===== src/rtl/cfg_pkg.sv =====
package cfg_pkg;

    localparam int WORD_W = 24;
    localparam int ADDR_W = 15;
    localparam int DATA_W = 8;
    localparam int HDR_W  = 1 + ADDR_W;
    localparam int CNT_W  = $clog2(WORD_W);

    // Decoded serial word, bit 23 first on the wire
    typedef struct packed {
        logic              rd;
        logic [ADDR_W-1:0] addr;
        logic [DATA_W-1:0] data;
    } frame_t;

    // Synchronized pin events handed to the frame engine
    typedef struct packed {
        logic rise;
        logic fall;
        logic idle;
        logic din;
    } pin_evt_t;

    function automatic logic [DATA_W-1:0] reset_value(input logic [DATA_W-1:0] base,
                                                      input int unsigned       idx);
        logic [31:0] wide;
        wide = idx;
        return base + wide[DATA_W-1:0];
    endfunction

    function automatic logic addr_valid(input logic [ADDR_W-1:0] a, input int unsigned n);
        return 32'(a) < n;
    endfunction

endpackage


===== src/rtl/cfg_pin_sync.sv =====
module cfg_pin_sync
    import cfg_pkg::*;
#(
    parameter int STAGES = 2
) (
    input  logic     clk,
    input  logic     rst,
    input  logic     sclk_i,
    input  logic     sel_n_i,
    input  logic     sdio_i,
    output pin_evt_t evt
);

    localparam int         NPIN    = 3;
    localparam logic [2:0] RST_PAT = 3'b010; // select idles high

    logic [NPIN-1:0] raw;
    logic [NPIN-1:0] synced;
    logic            sclk_q;

    assign raw = {sdio_i, sel_n_i, sclk_i};

    generate
        for (genvar g = 0; g < NPIN; g++) begin : g_pin
            logic [STAGES-1:0] ff;
            always_ff @(posedge clk) begin
                if (rst) ff <= {STAGES{RST_PAT[g]}};
                else     ff <= {ff[STAGES-2:0], raw[g]};
            end
            assign synced[g] = ff[STAGES-1];
        end
    endgenerate

    always_ff @(posedge clk) begin
        if (rst) sclk_q <= 1'b0;
        else     sclk_q <= synced[0];
    end

    assign evt.rise = synced[0] & ~sclk_q;
    assign evt.fall = ~synced[0] & sclk_q;
    assign evt.idle = synced[1];
    assign evt.din  = synced[2];

endmodule


===== src/rtl/cfg_frame_engine.sv =====
module cfg_frame_engine
    import cfg_pkg::*;
(
    input  logic              clk,
    input  logic              rst,
    input  pin_evt_t          evt,
    input  logic [DATA_W-1:0] rd_data,
    output logic [ADDR_W-1:0] rd_addr,
    output logic              wr_en,
    output logic [ADDR_W-1:0] wr_addr,
    output logic [DATA_W-1:0] wr_data,
    output logic              sdo,
    output logic              oe
);

    localparam logic [CNT_W-1:0] LAST_BIT = CNT_W'(WORD_W - 1);
    localparam logic [CNT_W-1:0] HDR_BIT  = CNT_W'(HDR_W - 1);

    logic [WORD_W-2:0] shreg;
    logic [CNT_W-1:0]  cnt;
    logic              rd_act;
    logic [DATA_W-1:0] out_sh;
    logic              sdo_q;
    logic              oe_q;
    logic [WORD_W-1:0] word_bits;
    logic [HDR_W-1:0]  hdr_bits;
    frame_t            word_now;

    assign word_bits = {shreg, evt.din};
    assign hdr_bits  = word_bits[HDR_W-1:0];
    assign word_now  = frame_t'(word_bits);

    assign rd_addr = hdr_bits[ADDR_W-1:0];
    assign wr_en   = evt.rise && !evt.idle && (cnt == LAST_BIT) && !word_now.rd;
    assign wr_addr = word_now.addr;
    assign wr_data = word_now.data;
    assign sdo     = sdo_q;
    assign oe      = oe_q;

    always_ff @(posedge clk) begin
        if (rst || evt.idle) begin
            shreg  <= '0;
            cnt    <= '0;
            rd_act <= 1'b0;
            out_sh <= '0;
            sdo_q  <= 1'b0;
            oe_q   <= 1'b0;
        end else if (evt.rise) begin
            shreg <= word_bits[WORD_W-2:0];
            if (cnt == LAST_BIT) begin
                cnt    <= '0;
                rd_act <= 1'b0;
                oe_q   <= 1'b0;
            end else begin
                cnt <= cnt + 1'b1;
                if (cnt == HDR_BIT) begin
                    rd_act <= hdr_bits[HDR_W-1];
                    out_sh <= rd_data;
                end
            end
        end else if (evt.fall && rd_act) begin
            sdo_q  <= out_sh[DATA_W-1];
            out_sh <= {out_sh[DATA_W-2:0], 1'b0};
            oe_q   <= 1'b1;
        end
    end

    logic idle_w;
    assign idle_w = evt.idle;

    p_cnt_bound_r2: assert property (@(posedge clk) disable iff (rst)
        cnt <= LAST_BIT)
        else $error("bit counter out of range");

    p_oe_window_r6: assert property (@(posedge clk) disable iff (rst)
        oe_q |-> (cnt >= CNT_W'(HDR_W)))
        else $error("output enable outside read window");

    p_idle_clear_r5: assert property (@(posedge clk) disable iff (rst)
        $past(idle_w) |-> (cnt == '0 && !oe_q))
        else $error("state not cleared while select high");

    p_read_no_write_r7: assert property (@(posedge clk) disable iff (rst)
        wr_en |-> !rd_act)
        else $error("write strobe during read word");

endmodule


===== src/rtl/cfg_reg_bank.sv =====
module cfg_reg_bank
    import cfg_pkg::*;
#(
    parameter int                NUM_REGS = 8,
    parameter logic [DATA_W-1:0] RST_BASE = 8'h80,
    localparam int               IDX_W    = (NUM_REGS > 1) ? $clog2(NUM_REGS) : 1
) (
    input  logic              clk,
    input  logic              rst,
    input  logic              wr_en,
    input  logic [ADDR_W-1:0] wr_addr,
    input  logic [DATA_W-1:0] wr_data,
    input  logic [ADDR_W-1:0] ser_addr,
    output logic [DATA_W-1:0] ser_data,
    input  logic [IDX_W-1:0]  par_idx,
    output logic [DATA_W-1:0] par_data
);

    logic [NUM_REGS-1:0][DATA_W-1:0] regs;

    generate
        for (genvar g = 0; g < NUM_REGS; g++) begin : g_reg
            logic [DATA_W-1:0] q;
            always_ff @(posedge clk) begin
                if (rst)
                    q <= reset_value(RST_BASE, g);
                else if (wr_en && wr_addr == ADDR_W'(g))
                    q <= wr_data;
            end
            assign regs[g] = q;
        end
    endgenerate

    always_comb begin
        ser_data = '0;
        if (addr_valid(ser_addr, NUM_REGS))
            ser_data = regs[ser_addr[IDX_W-1:0]];
    end

    always_comb begin
        par_data = '0;
        if (32'(par_idx) < NUM_REGS)
            par_data = regs[par_idx];
    end

    p_hold_r4: assert property (@(posedge clk) disable iff (rst)
        (!$past(rst) && !$past(wr_en)) |-> $stable(regs))
        else $error("register changed without a write strobe");

endmodule


===== src/rtl/cfg_serial_slave.sv =====
module cfg_serial_slave
    import cfg_pkg::*;
#(
    parameter int                NUM_REGS    = 8,
    parameter int                SYNC_STAGES = 2,
    parameter logic [DATA_W-1:0] RST_BASE    = 8'h80,
    localparam int               IDX_W       = (NUM_REGS > 1) ? $clog2(NUM_REGS) : 1
) (
    input  logic              clk,
    input  logic              rst,
    input  logic              sclk_i,
    input  logic              sel_n_i,
    input  logic              sdio_i,
    output logic              sdio_o,
    output logic              sdio_oe,
    input  logic [IDX_W-1:0]  par_idx_i,
    output logic [DATA_W-1:0] par_data_o
);

    pin_evt_t          evt;
    logic [ADDR_W-1:0] rd_addr;
    logic [DATA_W-1:0] rd_data;
    logic              wr_en;
    logic [ADDR_W-1:0] wr_addr;
    logic [DATA_W-1:0] wr_data;

    cfg_pin_sync #(.STAGES(SYNC_STAGES)) u_sync (
        .clk     (clk),
        .rst     (rst),
        .sclk_i  (sclk_i),
        .sel_n_i (sel_n_i),
        .sdio_i  (sdio_i),
        .evt     (evt)
    );

    cfg_frame_engine u_frame (
        .clk     (clk),
        .rst     (rst),
        .evt     (evt),
        .rd_data (rd_data),
        .rd_addr (rd_addr),
        .wr_en   (wr_en),
        .wr_addr (wr_addr),
        .wr_data (wr_data),
        .sdo     (sdio_o),
        .oe      (sdio_oe)
    );

    cfg_reg_bank #(.NUM_REGS(NUM_REGS), .RST_BASE(RST_BASE)) u_bank (
        .clk      (clk),
        .rst      (rst),
        .wr_en    (wr_en),
        .wr_addr  (wr_addr),
        .wr_data  (wr_data),
        .ser_addr (rd_addr),
        .ser_data (rd_data),
        .par_idx  (par_idx_i),
        .par_data (par_data_o)
    );

endmodule


===== config.mk =====
export PLATFORM = sky130hd
export DESIGN_NAME = cfg_serial_slave
export DESIGN_NICKNAME = d
export VERILOG_FILES = /design/src/rtl/cfg_pkg.sv /design/src/rtl/cfg_pin_sync.sv /design/src/rtl/cfg_frame_engine.sv /design/src/rtl/cfg_reg_bank.sv /design/src/rtl/cfg_serial_slave.sv
export SDC_FILE = /design/constraint.sdc
export NUM_CORES = 1
export LEC_CHECK = 0
export CAP_MARGIN = 20
export CORE_UTILIZATION = 58
export DETAILED_ROUTE_END_ITERATION = 8
export DONT_BUFFER_PORTS = 1
export PLACE_DENSITY_LB_ADDON = 0.15
export SYNTH_ARGS = -nofsm -noshare
export SYNTH_HDL_FRONTEND = slang
export SYNTH_HIERARCHICAL = 1
export SYNTH_SLANG_ARGS = --single-unit

===== constraint.sdc =====
create_clock -name clk -period 2.3 [get_ports clk]
set_input_delay 0.23 -clock clk [delete_from_list [all_inputs] [get_ports clk]]
set_output_delay 0.23 -clock clk [all_outputs]
set_load 0.02 [all_outputs]

# --- Yosys cells after proc, flatten, opt, wreduce, memory -nomap -nowiden ---
# Index checks and enable logic that the tools add are counted.
word_totals:
  wordCells: 76
  output_inout_bits: 10
  in_bits: 8
  reg_bits: 110
op_classes:
  mux: 15
  reduce_logical: 22
  n_lt_le_gt_ge: 3
  add_sub_neg: 1
  eq_ne: 12
  bitwise: 5
op_table:
  columns: ["cell", "n"]
  rows:
  - ["== test 15 x 3 -> 1 bit, second input constant", 4]
  - ["two-way mux 8 bit", 7]
  - ["binary-select mux 8 bit (select 3 bit)", 2]
  - ["== test 15 x 2 -> 1 bit, second input constant", 2]
  - ["== test 15 x 1 -> 1 bit, second input constant", 1]
  - ["logical NOT 15 bit", 1]
  - ["< comparator 15 x 4 -> 1 bit, second input constant", 1]
  - ["logical AND 1 bit", 12]
  - ["< comparator 3 x 4 -> 1 bit, second input constant", 2]
  - ["inequality test 2 bit, second input constant", 3]
  - ["AND reduction 2 bit", 3]
  - ["adder 5 x 1 -> 5 bit, second input constant", 1]
  - ["== test 5 x 4 -> 1 bit, second input constant", 1]
  - ["== test 5 bit, second input constant", 1]
  - ["two-way mux 1 bit", 5]
  - ["two-way mux 5 bit", 1]
  - ["nonzero test 2 bit", 2]
  - ["inverter 1 bit", 3]
  - ["AND reduction 3 bit", 1]
  - ["AND 1 bit", 2]
  - ["logical NOT 1 bit", 2]
  - ["logical OR 1 bit", 1]

# --- Logic depth before layout (Yosys ltp) ---
# Gate-level depths: netlist (run 1).
logic_depth:
  ltp_word: 6
  mapped_depth: 11
  ltp_nobuf: 8

# --- Cells and area by module ---
# The synthesis (run 1) kept the hierarchy.
by_module_without_submodules:
  columns: ["module", "n_inst", "cells_each", "seq_area_each_um2", "area_per_inst_um2"]
  rows:
  - ["cfg_reg_bank", 1, 317, 1281.2, 3593.4]
  - ["cfg_frame_engine", 1, 197, 780.7, 1893.1]
  - ["cfg_pin_sync", 1, 18, 140.1, 211.5]

# --- Least setup slack after synthesis (run 1) ---
# No wires, ideal clock.
synth_path:
  path_kind: "register to register"
  startpoint: "register u_sync.g_pin[0].ff[1]"
  endpoint: "register u_bank.g_reg[2].q[7]"
  path_stages_with_launch: 11
  setup_time_ps: 136
  setup_slack_ps: 160
  required_ps: 2164
  arrival_time_ps: 2004
  period_less_slack_ps: 2140
  n_path_buf: 3
  path_cell_list: "dfxtp_1 > nor2b_1 > buf_6 > buf_2 > nand2_1 > nor3_1 > nor2b_1 > nand4_4 > or3b_1 > buf_6 > mux2i_1"
synth_rtl:
  columns: ["element", "line", "rtl"]
  rows:
  - ["start, declared", "cfg_pin_sync.sv:25", "logic [STAGES-1:0] ff;"]
  - ["start signal, assigned", "cfg_pin_sync.sv:27", "if (rst) ff <= {STAGES{RST_PAT[g]}};"]
  - ["start signal, assigned", "cfg_pin_sync.sv:28", "else ff <= {ff[STAGES-2:0], raw[g]};"]
  - ["end signal, assigned", "cfg_reg_bank.sv:26", "q <= reset_value(RST_BASE, g);"]
  - ["end signal, assigned", "cfg_reg_bank.sv:28", "q <= wr_data;"]
  - ["end, declared", "cfg_reg_bank.sv:23", "logic [DATA_W-1:0] q;"]

# --- Worst setup path after layout (run 1) ---
layout_path:
  startpoint: "register u_frame.cnt[0]"
  endpoint: "register u_bank.g_reg[4].q[7]"
layout_between:
  elab_chain_cells: 4
layout_lines:
  columns: ["element", "line", "rtl"]
  rows:
  - ["start, declared", "cfg_frame_engine.sv:20", "logic [CNT_W-1:0] cnt;"]
  - ["start signal, assigned", "cfg_frame_engine.sv:55", "cnt <= cnt + 1'b1;"]
  - ["== test 5 bit", "cfg_frame_engine.sv:34", "assign wr_en = evt.rise && !evt.idle && (cnt == LAST_BIT) && !word_now.rd;"]
  - ["logical AND 1 bit (2 in series)", "cfg_frame_engine.sv:34", null]
  - ["named net wr_en", "cfg_serial_slave.sv:23", "logic wr_en;"]
  - ["logical AND 1 bit", "cfg_reg_bank.sv:27", "else if (wr_en && wr_addr == ADDR_W'(g))"]
  - ["end signal, assigned", "cfg_reg_bank.sv:26", null]
  - ["end signal, assigned", "cfg_reg_bank.sv:28", null]
  - ["end, declared", "cfg_reg_bank.sv:23", null]
# The timed path passes the listed nets, and every way through them passes these cells.
# A chain may end at the register's enable or synchronous reset.

==> results of run 1 <==
## routing by layer
metal,track usage,share of wire,vias up
li1,-,-,1719
met2,0.4061,0.47,56
met3,0.04369,0.032,21
met4,0.06912,0.017,0
met1,0.3415,0.48,1788
met5,0,0,-
## flip-flops by register name, summed over array words and instances (netlist names)
name	cells
u_bank/g.q	64
u_frame/shreg	23
u_frame/out_sh	8
u_sync/g_pin.ff	6
u_frame/cnt	5
u_frame/oe	1
u_frame/rd_act	1
u_frame/sdo	1
u_sync/sclk_q	1
## through the flow
| step | hold slack [ns] | util | setup slack, ns | instance area (sq um) |
|---|---|---|---|---|
| finish | 0.03425 | 0.6172 | 0.1315 | 5784 |
| floorplan | 0.3016 | - | 0.1600 | 5698 |
| global route | 0.01916 | 0.6172 | 0.01210 | 5784 |
| global placement | 0.3097 | 0.5862 | 0.06162 | 5494 |
| CTS | 0.01681 | 0.6163 | 0.07300 | 5776 |
| detailed placement | 0.3085 | 0.5862 | -0.01849 | 5494 |
## worst max path at each step
| stage | start | slack [ns] | end | cells after the start |
|---|---|---|---|---|
| 2_1_floorplan | u_sync/g_pin[0].ff[1]$_SDFF_PP0_ | 0.16 | u_bank/g_reg[2].q[7]$_SDFFE_PP1P_ | 10 |
| 3_3_place_gp | u_frame/cnt[0]$_SDFFE_PP0P_ | 0.06 | u_bank/g_reg[2].q[7]$_SDFFE_PP1P_ | 8 |
| 3_5_place_dp | u_frame/cnt[0]$_SDFFE_PP0P_ | -0.02 | u_bank/g_reg[2].q[7]$_SDFFE_PP1P_ | 8 |
| 4_1_cts | u_frame/cnt[0]$_SDFFE_PP0P_ | 0.07 | u_bank/g_reg[4].q[7]$_SDFFE_PP1P_ | 10 |
| 5_1_grt | u_frame/cnt[0]$_SDFFE_PP0P_ | 0.01 | u_bank/g_reg[4].q[4]$_SDFFE_PP0P_ | 10 |
| 6_report | u_frame/cnt[0]$_SDFFE_PP0P_ | 0.13 | u_bank/g_reg[4].q[7]$_SDFFE_PP1P_ | 10 |
## worst max-delay path: cells and delay by family, from the launching register on
| family | cells | cell delay [ns] |
|---|---|---|
| muxes | 1 | 0.22 |
| buffers and inverters | 2 | 0.38 |
| and+or+nand+nor | 6 | 0.94 |
| DFF | 1 | 0.38 |
| adders and majority gates | 1 | 0.18 |
## power groups by stage
stage	clock network [mW]	logic, mW	registers, mW
2_1_floorplan	0	0.118	1.95
3_3_place_gp	0	0.0991	1.96
3_5_place_dp	0	0.0999	1.96
4_1_cts	1.40	0.108	1.91
5_1_grt	1.48	0.113	1.91
6_report	1.38	0.107	1.91
## placed cells by master (no fill, tap or decap), types with 4 or more instances in the layout
| cell type | n |
|---|---|
| dfxtp_1 | 110 |
| mux2i_1 | 98 |
| nor2_1 | 59 |
| nand2b_1 | 49 |
| mux4_2 | 32 |
| buf_4 | 14 |
| a211oi_1 | 14 |
| nor2b_1 | 11 |
| o21ai_0 | 10 |
| clkbuf_8 | 9 |
| mux2_2 | 8 |
| a21oi_1 | 6 |
| nand3_1 | 4 |
| nand3b_1 | 4 |
| nand2_1 | 4 |
| dlygate4sd3_1 | 4 |
## kinds of logic after synthesis
family	count (synthesis)	share of synthesized area
compound gates	33	0.03623
xor+xnor	2	0.003075
fa+ha+maj	2	0.004391
buf+inv	85	0.09091
flops	110	0.3865
mux	138	0.3144
simple gates	162	0.1645
## repair_timing
item                       CTS  global route
setup buffers                0             0
setup endpoints to repair   16            10
gates resized for setup      3             2
hold buffers                 4             0
hold endpoints to repair     7             0
## cell type report
cell class | instances | share of cell area
clock buffer | 10 | 0.02206
clock inverter | 5 | 0.01839
inverter | 2 | 0.001298
multi-input combinational | 337 | 0.5191
sequential | 110 | 0.3807
tap | 129 | 0.02790
timing repair buffer | 20 | 0.03050
==> summary.md, run 1 <==
| Metric | Value |
|---|---|
| Outcome | `complete, no violations` |
| Setup Total Neg Slack | `0 ns` |
| Later-pin clock latency in the skew report | `0.38 ns` |
| Final non-filler cell total | `613` |
| Effective utilization at floorplan | `0.6080` |
| WL/cell | `19.06 um` |
| Yosys reg bits | `110` |
| Count of final hold-check violations | `0` |
| DP Wirelength | `7718 um` |
| Die span in y | `101.1 um` |
| Die W | `101.1 um` |
| First-pass GRT wire length | `19,140 um` |
| Vias | `3,584` |
| Antenna fix cells | `0` |
| Comb pwr share | `0.031` |
| Die area | `0.01022 sq mm` |
| YS warnings | `6` |
| Global route overflow | `0` |
| R2R depth | `10` |
| Tcrit/Tclk final | `0.9428` |
| Top cells by area, synth | `dfxtp_1 39%, mux2i_1 17%, mux4_2 13%, nand2b_1 5.5%, buf_4 5.3%` |
| Yosys cell types | `45` |
| Drt via density | `5.847` |
| EDFF count, synth | `0` |
| Asr flop ratio synth | `0` |
| Nets | `490` |
| Clock power share | `0.406` |
| Mapped cell area | `0.005698 sq mm` |
| Final Max Slew Viols | `0` |
| Drt total wl | `11,680 um` |
| Initial DRC Count | `156` |
| CTS buffer count | `9` |
| Initial antenna violation count | `0` |
| Clock Skews | `0.01039 ns` |
| Setup Crit Path Kind | `reg2reg` |
| Fmax | `0.4611 GHz` |
| Pint | `2.692 mW` |
| Yosys top cell by area | `dfxtp_1` |
| FF-to-FF End | `u_bank/g_reg[4].q[7]$_SDFFE_PP1P_` |
| TritonCTS clock tree | `yes` |
| Largest net degree at the start of global routing | `78` |
| Lkg Pwr | `2.180 nW` |
| P_sw | `0.7059 mW` |
| Mapped Nets | `542` |
| RSZ-0062 raised after global routing | `false` |
| Syn Inst Count | `532` |
| I/O pin count | `18` |
| Residual DRC | `0` |
| Final min period | `2.169 ns` |
| Yosys top cell area share | `0.3865` |
| Startpoint Class | `flip-flop` |
| CP Cell Sequence | `ha_1 -> and4b_1 -> nand2_1 -> nor3_1 -> nor2b_4 -> nand4_4 -> buf_4 -> nor3b_2 -> buf_6 -> mux2i_1` |
| Hold Crit Class | `in2reg` |
| Max cap viols | `0` |
| Hold path start | `rst` |
| Worst setup EP type | `flip-flop` |
| CTS Root Cell | `clkbuf_8` |
| Hold Path Depth | `2` |
| Seq pwr share | `0.562` |
| Final setup violation count | `0` |
| Critical path required time | `2.60 ns` |
| Power per standard cell area | `587.5 mW/mm^2` |
| Port bufs | `0` |
| Slowest-stage cell, CP | `dfxtp_1` |
| Commonest cells in the netlist | `110 x dfxtp_1, 98 x mux2i_1, 59 x nor2_1` |
| # clock sinks | `110` |
| Switching share of power | `0.2077` |
| Crit-path max cell delay | `0.38 ns` |
| Most common cell in the netlist | `dfxtp_1` |
| Worst R2R Setup Slack | `0.13 ns` |
| Final RePlAce weighted congestion | `0.7858` |
| Seq/Total Area, Yosys | `0.3865` |
| Worst Hold Endpoint | `u_bank/g_reg[0].q[7]$_SDFFE_PP1P_` |
| Crit Path Max Fanout | `9` |
| Total GRT Usage | `0.2488` |
| H-tree levels | `3` |
| Most used flip-flop cell after synthesis | `dfxtp_1` |
| Share of layout cells above drive strength 1 | `0.1715` |
| Clock slew at reported path FFs | `0.10 ns` |
| Mean Syn Cell Area | `10.71 sq um` |
| Peak VDD IR | `0.4142 mV` |
| DR pass1 iterations | `4` |
| Slew headroom | `0.4989` |
| Maximum root-to-sink buffer count | `2` |
| Antenna-violating nets left | `0` |
| Arr. time, crit path | `2.47 ns` |
| Sequential cell area | `0.002202 sq mm` |
| Area Overhead vs Synth | `1.515%` |
| Vias in the first global route | `3,621` |
| Row cnt | `35` |
| RR Startpoint | `u_frame/cnt[0]$_SDFFE_PP0P_` |
| Multi-input logic area | `0.003003 sq mm` |
| Core Area | `0.009371 sq mm` |
| Slew @ Worst Pin | `0.7516 ns` |
| Placed cells | `594` |
| Filler Cell Count | `800` |
| Tot Pwr | `3.398 mW` |
(Power assumes the default switching activity.)
==> run 2, diff against run 1 <==
CORE_UTILIZATION = 60   (was 58)
clock period = 2.7 ns   (was 2.3 ns; I/O delays follow)
==> summary.md, run 2 (synthesis gave the netlist of run 1 again) <==
| Metric | Value |
|---|---|
| Outcome | `complete, no violations` |
| CP top delay family | `simple AND/OR/NAND/NOR gates` |
| Later-pin clock latency in the skew report | `0.39 ns` |
| Highest routed metal layer | `met4` |
| Slew @ Worst Pin | `0.7536 ns` |
| Crit-path max cell delay | `0.61 ns` |
| DR pass1 iterations | `4` |
| Antenna-violating nets left | `0` |
| Worst path bufs/invs | `0` |
| Number of flip-flops in the largest register | `64` |
| Die span in y | `99.45 um` |
| Drt total wl | `11,150 um` |
| Initial DRC Count | `202` |
| Share of layout cells above drive strength 1 | `0.1516` |
| Lkg Pwr | `2.100 nW` |
| Filler Cell Count | `778` |
| Placed cells | `585` |
| TritonCTS clock tree | `yes` |
| Peak VDD IR | `0.3952 mV` |
| CP Cell Sequence | `ha_1 -> and4b_1 -> nand2_1 -> nor3_1 -> nor2b_1 -> nand4_4 -> or3b_1 -> mux2i_1` |
| Met1 WL | `5071 um` |
| RSZ-0062 raised after global routing | `false` |
| Largest net degree at the start of global routing | `78` |
| Residual DRC | `0` |
| # clock sinks | `110` |
| Sequential cell area | `0.002202 sq mm` |
| Vias in the first global route | `3,423` |
| Tcrit/Tclk final | `0.9062` |
| Final Max Slew Viols | `0` |
| Post-placement setup slack | `0.2831 ns` |
| Commonest non-fill, non-tap cell in the layout | `dfxtp_1` |
| First-pass GRT wire length | `18,010 um` |
| DP Wirelength | `7264 um` |
| Final design area excluding fillers | `0.005625 sq mm` |
| Power per standard cell area | `465.4 mW/mm^2` |
| CTS Root Cell | `clkbuf_8` |
| DP Area | `0.005414 sq mm` |
| Effective utilization at floorplan | `0.6167` |
| WL met3 | `614 um` |
| I/O pin count | `18` |
| Hold Crit Class | `in2reg` |
| Slowest-stage cell, CP | `or3b_1` |
| Final min period | `2.447 ns` |
| Fmax | `0.4087 GHz` |
| Multi-input logic area | `0.002990 sq mm` |
| Post-CTS sizing | `0` |
| Clock slew at reported path FFs | `0.11 ns` |
| Worst setup EP type | `flip-flop` |
| Setup Total Neg Slack | `0 ns` |
| Tot Pwr | `2.618 mW` |
| Global route overflow | `0` |
| Count of final hold-check violations | `0` |
| Die W | `99.45 um` |
| Antenna fix cells | `0` |
| Maximum root-to-sink buffer count | `2` |
| Critical path required time | `2.96 ns` |
| Final RePlAce weighted congestion | `0.7667` |
| CTS buffer count | `9` |
| Final non-filler cell total | `604` |
| Die area | `0.009890 sq mm` |
| Commonest cells after routing, fill and taps aside | `110 x dfxtp_1, 98 x mux2i_1, 59 x nor2_1, 50 x nand2b_1, 32 x mux4_2` |
| Crit Path Max Fanout | `10` |
| Slew headroom | `0.4976` |
| Final setup violation count | `0` |
| Clock Skews | `0.01407 ns` |
| Initial antenna violation count | `0` |
| Arr. time, crit path | `2.71 ns` |
| Port bufs | `0` |
| Top reg by flops | `u_bank/g.q` |
| Drt via density | `5.821` |
| Core Area | `0.009240 sq mm` |
| Vias | `3,516` |
| Max cap viols | `0` |
| Worst setup margin | `0.2533 ns` |
| Startpoint Class | `flip-flop` |
| Setup Crit Path Kind | `reg2reg` |
| WL/cell | `18.46 um` |
| Worst R2R Setup Slack | `0.25 ns` |
| Nets | `481` |
| Row cnt | `35` |
| Total GRT Usage | `0.2420` |
| Met2 wire len | `5284 um` |
| Area Overhead vs Synth | `-1.274%` |
| H-tree levels | `3` |
| Top flop regs | `u_bank/g.q x64, u_frame/shreg x23, u_frame/out_sh x8` |
run 2: repair_timing:
item                                   4_1_cts  5_1_grt
endpoints found under the hold margin        7        1
hold buffers                                 3        1
buffers inserted                             0        0
run 2: cell type report:
class	instances	area share
Multi-Input combinational cell	337	0.5316
Sequential cell	110	0.3915
Tap cell	129	0.02869
Clock buffer	9	0.02202
Timing Repair Buffer	11	0.01646
Clock inverter	6	0.008452
Inverter	2	0.001335
run 2: path summary, 6_finish.rpt:
path	depth (start not counted)	to	startpoint
hold reg to reg	1	u_sync/g_pin[1].ff[1]$_SDFF_PP1_	u_sync/g_pin[1].ff[0]$_SDFF_PP1_
hold / removal	2	u_bank/g_reg[4].q[2]$_SDFFE_PP1P_	rst
setup reg to reg	8	u_bank/g_reg[2].q[3]$_SDFFE_PP0P_	u_frame/cnt[0]$_SDFFE_PP0P_
setup / recovery	8	u_bank/g_reg[2].q[3]$_SDFFE_PP0P_	u_frame/cnt[0]$_SDFFE_PP0P_
run 2: worst reg2reg max path, stage by stage, from the launching register on:
cell     delay [ns]
dfxtp_1        0.39
ha_1           0.24
and4b_1        0.23
nand2_1        0.08
nor3_1         0.13
nor2b_1        0.27
nand4_4        0.19
or3b_1         0.61
mux2i_1        0.19
run 2: power by group:
| group | leakage (nW) | internal, mW | switching [mW] | total (mW) |
|---|---|---|---|---|
| clock network | 0.0861 | 0.339 | 0.565 | 0.903 |
| logic | 1.13 | 0.0505 | 0.0367 | 0.0872 |
| registers | 0.888 | 1.63 | 0.00190 | 1.63 |
run 2: per-stage QoR:
stage	util	hold WS, ns
6_report	0.6088	0.07442
4_1_cts	0.6077	0.006907
3_5_place_dp	0.5859	0.3531
3_3_place_gp	0.5859	0.3466
5_1_grt	0.6088	0.05291
2_1_floorplan	-	0.3416
run 2: metal layers:
metal | track usage | up-vias
met5 | 0 | -
met3 | 0.06465 | 18
met2 | 0.3825 | 59
met4 | 0.07014 | 0
met1 | 0.3284 | 1730
li1 | - | 1709
==> run 3, diff against run 2 <==
SYNTH_HIERARCHICAL = default   (was 1)
TNS_END_PERCENT = 10   (was default)
==> summary.md, run 3 <==
| Metric | Value |
|---|---|
| Outcome | `complete, no violations` |
| Count of final hold-check violations | `0` |
| Share of layout cells above drive strength 1 | `0.1781` |
| Fraction of synthesized area in multiplexers | `0.2920` |
| Fmax | `0.4313 GHz` |
| Residual DRC | `0` |
| Seq/Total Area, Yosys | `0.4169` |
| # clock sinks | `110` |
| Initial antenna violation count | `0` |
| YS warnings | `0` |
| Slowest-stage cell, CP | `nand4_2` |
| Commonest non-fill, non-tap cell in the layout | `dfxtp_1` |
| Arr. time, crit path | `2.59 ns` |
| Most common cell in the netlist | `dfxtp_1` |
| Crit-path max cell delay | `0.57 ns` |
| Global route overflow | `0` |
| Final design area excluding fillers | `0.005557 sq mm` |
| Maximum root-to-sink buffer count | `2` |
| Post-CTS Setup Inserts | `0` |
| Commonest cells in the netlist | `110 x dfxtp_1, 72 x mux2i_1, 55 x nand2b_1` |
| Final setup violation count | `0` |
| CTS buffer count | `9` |
| Total GRT Usage | `0.2599` |
| Yosys cell types | `39` |
| WL/cell | `18.72 um` |
| Setup Crit Path Kind | `reg2reg` |
| Max cap viols | `0` |
| Effective utilization at floorplan | `0.6302` |
| Top flop regs | `u_bank.g.q x64, u_frame.shreg x23, u_frame.out_sh x8` |
| Post-Synth Adder-Cell Area | `0.004737` |
| Clock Skews | `0.01587 ns` |
| Startpoint Class | `flip-flop` |
| Port bufs | `0` |
| Area Overhead vs Synth | `5.187%` |
| Yosys top cell area share | `0.4169` |
| CP top delay family | `simple AND/OR/NAND/NOR gates` |
| Vias in the first global route | `3,459` |
| TritonCTS clock tree | `yes` |
| Post-synthesis simple-gate area fraction | `0.2009` |
| Yosys reg bits | `110` |
| Mean Syn Cell Area | `10.52 sq um` |
| DR pass1 iterations | `4` |
| Antenna-violating nets left | `0` |
| Number of flip-flops in the largest register | `64` |
| Worst setup EP type | `flip-flop` |
| Peak VDD IR | `0.3357 mV` |
| DP Wirelength | `7455 um` |
| Drt total wl | `11,220 um` |
| Yosys top cell by area | `dfxtp_1` |
| Syn Inst Count | `502` |
| Later-pin clock latency in the skew report | `0.36 ns` |
| Die W | `95.83 um` |
| Top cells by area, synth | `dfxtp_1 42%, mux2i_1 14%, mux4_2 14%, nand2b_1 6.5%, nand2_1 3.6%` |
| Nets | `499` |
| Post-synthesis compound-gate area fraction | `0.05566` |
| Final min period | `2.319 ns` |
| Die area | `0.009183 sq mm` |
| Post-synthesis xor/xnor area fraction | `0.001658` |
| I/O pin count | `18` |
| Slew headroom | `0.4665` |
| Commonest cells after routing, fill and taps aside | `110 x dfxtp_1, 72 x mux2i_1, 55 x nand2b_1, 50 x nand2_1, 37 x nor2_1` |
| Setup Total Neg Slack | `0 ns` |
| Power per standard cell area | `473.5 mW/mm^2` |
| Slew @ Worst Pin | `0.8003 ns` |
| EDFF count, synth | `0` |
| CP Cell Sequence | `ha_1 -> nand4b_1 -> nor3_1 -> nand4_2 -> mux2i_1` |
| Layout Utilization | `0.6629` |
| Initial DRC Count | `146` |
| Antenna fix cells | `0` |
| Worst R2R Setup Slack | `0.38 ns` |
| Worst setup margin | `0.3812 ns` |
| Final RePlAce weighted congestion | `0.7935` |
| H-tree levels | `3` |
| Mapped Nets | `512` |
| Mapped cell area | `0.005283 sq mm` |
| Core Area | `0.008382 sq mm` |
| Final Max Slew Viols | `0` |
| Hold_buf cts | `3` |
| Asr flop ratio synth | `0` |
| Worst path bufs/invs | `0` |
| Most used flip-flop cell after synthesis | `dfxtp_1` |
| Vias | `3,663` |
| Tcrit/Tclk final | `0.8588` |
| Drt via density | `6.115` |
| Top reg by flops | `u_bank.g.q` |
| Hold Crit Class | `in2reg` |
| Lkg Pwr | `2.133 nW` |
| Post-CTS sizing | `0` |
| Critical path required time | `2.98 ns` |
| Post-placement setup slack | `0.4491 ns` |
| Clock slew at reported path FFs | `0.10 ns` |
| Die span in y | `95.83 um` |
| Largest family of logic cells by synthesized area | `multiplexers` |
| RSZ-0062 raised after global routing | `false` |
| Crit Path Max Fanout | `8` |
| Row cnt | `33` |
| Largest net degree at the start of global routing | `79` |
| First-pass GRT wire length | `17,730 um` |
| Tot Pwr | `2.631 mW` |
| CTS Root Cell | `clkbuf_8` |
| DP Area | `0.005348 sq mm` |
[run 3: cell count changes after synthesis, moves of 5 or more]
cell,previous run,this run
nand2_1,4,50
buf_4,40,1
nor2b_1,13,6
a21oi_1,6,29
a211oi_2,0,7
nand2b_1,50,55
nor2_1,59,37
buf_2,14,5
a211oi_1,14,0
mux2i_1,98,72
[run 3: final cells by class]
class                           instances  area [sq um]
Inverter                                2         7.507
Tap cell                              105         131.4
Timing Repair Buffer                   11         102.6
Fill cell                             689          2825
Clock buffer                            9         123.9
Sequential cell                       110          2202
Clock inverter                          7         55.05
Multi-Input combinational cell        355          2934
[run 3: worst paths after layout]
| check | startpoint | endpoint | cells after the start |
|---|---|---|---|
| worst max-delay path | u_frame.cnt[0]$_SDFFE_PP0P_ | u_bank.g_reg[5].q[0]$_SDFFE_PP1P_ | 5 |
| worst max register to register | u_frame.cnt[0]$_SDFFE_PP0P_ | u_bank.g_reg[5].q[0]$_SDFFE_PP1P_ | 5 |
| worst min-delay path | sclk_i | u_sync.g_pin[0].ff[0]$_SDFF_PP0_ | 1 |
| worst min register to register | u_sync.g_pin[1].ff[0]$_SDFF_PP1_ | u_sync.g_pin[1].ff[1]$_SDFF_PP1_ | 1 |
[run 3: worst register-to-register path, stage by stage (launching register included)]
cell,delay (ns)
dfxtp_1,0.39
ha_1,0.23
nand4b_1,0.25
nor3_1,0.49
nand4_2,0.57
mux2i_1,0.31
[run 3: report_power, final]
part,internal [mW],switching (mW),leakage (nW)
registers,1.63,0.00527,0.888
clock network,0.349,0.571,0.0923
logic,0.0428,0.0365,1.15
[run 3: kinds of logic (layout without fill, tap and decap cells)]
logic type / after synthesis / after routing
compound gates: 47 / 47
xor+xnor: 1 / 1
fa+ha+maj: 2 / 2
buf+inv: 37 / 29
flops: 110 / 110
mux: 113 / 113
simple gates: 192 / 192
[run 3: routing by layer]
metal  vias to the layer above  GRT usage  share of wire  wire (um)
li1                       1751          -              -          -
met1                      1839     0.3598           0.46       5155
met2                        62     0.4202           0.49       5487
met3                        11    0.04897          0.039        432
met4                         0    0.06716          0.012        140
met5                         -          0              0          0
[run 3: stage by stage]
step | hold slack, ns | instances
2_1_floorplan | 0.3738 | 502
3_3_place_gp | 0.3488 | 580
3_5_place_dp | 0.3564 | 580
4_1_cts | 0.01034 | 599
5_1_grt | 0.03167 | 599
6_report | 0.03066 | 599
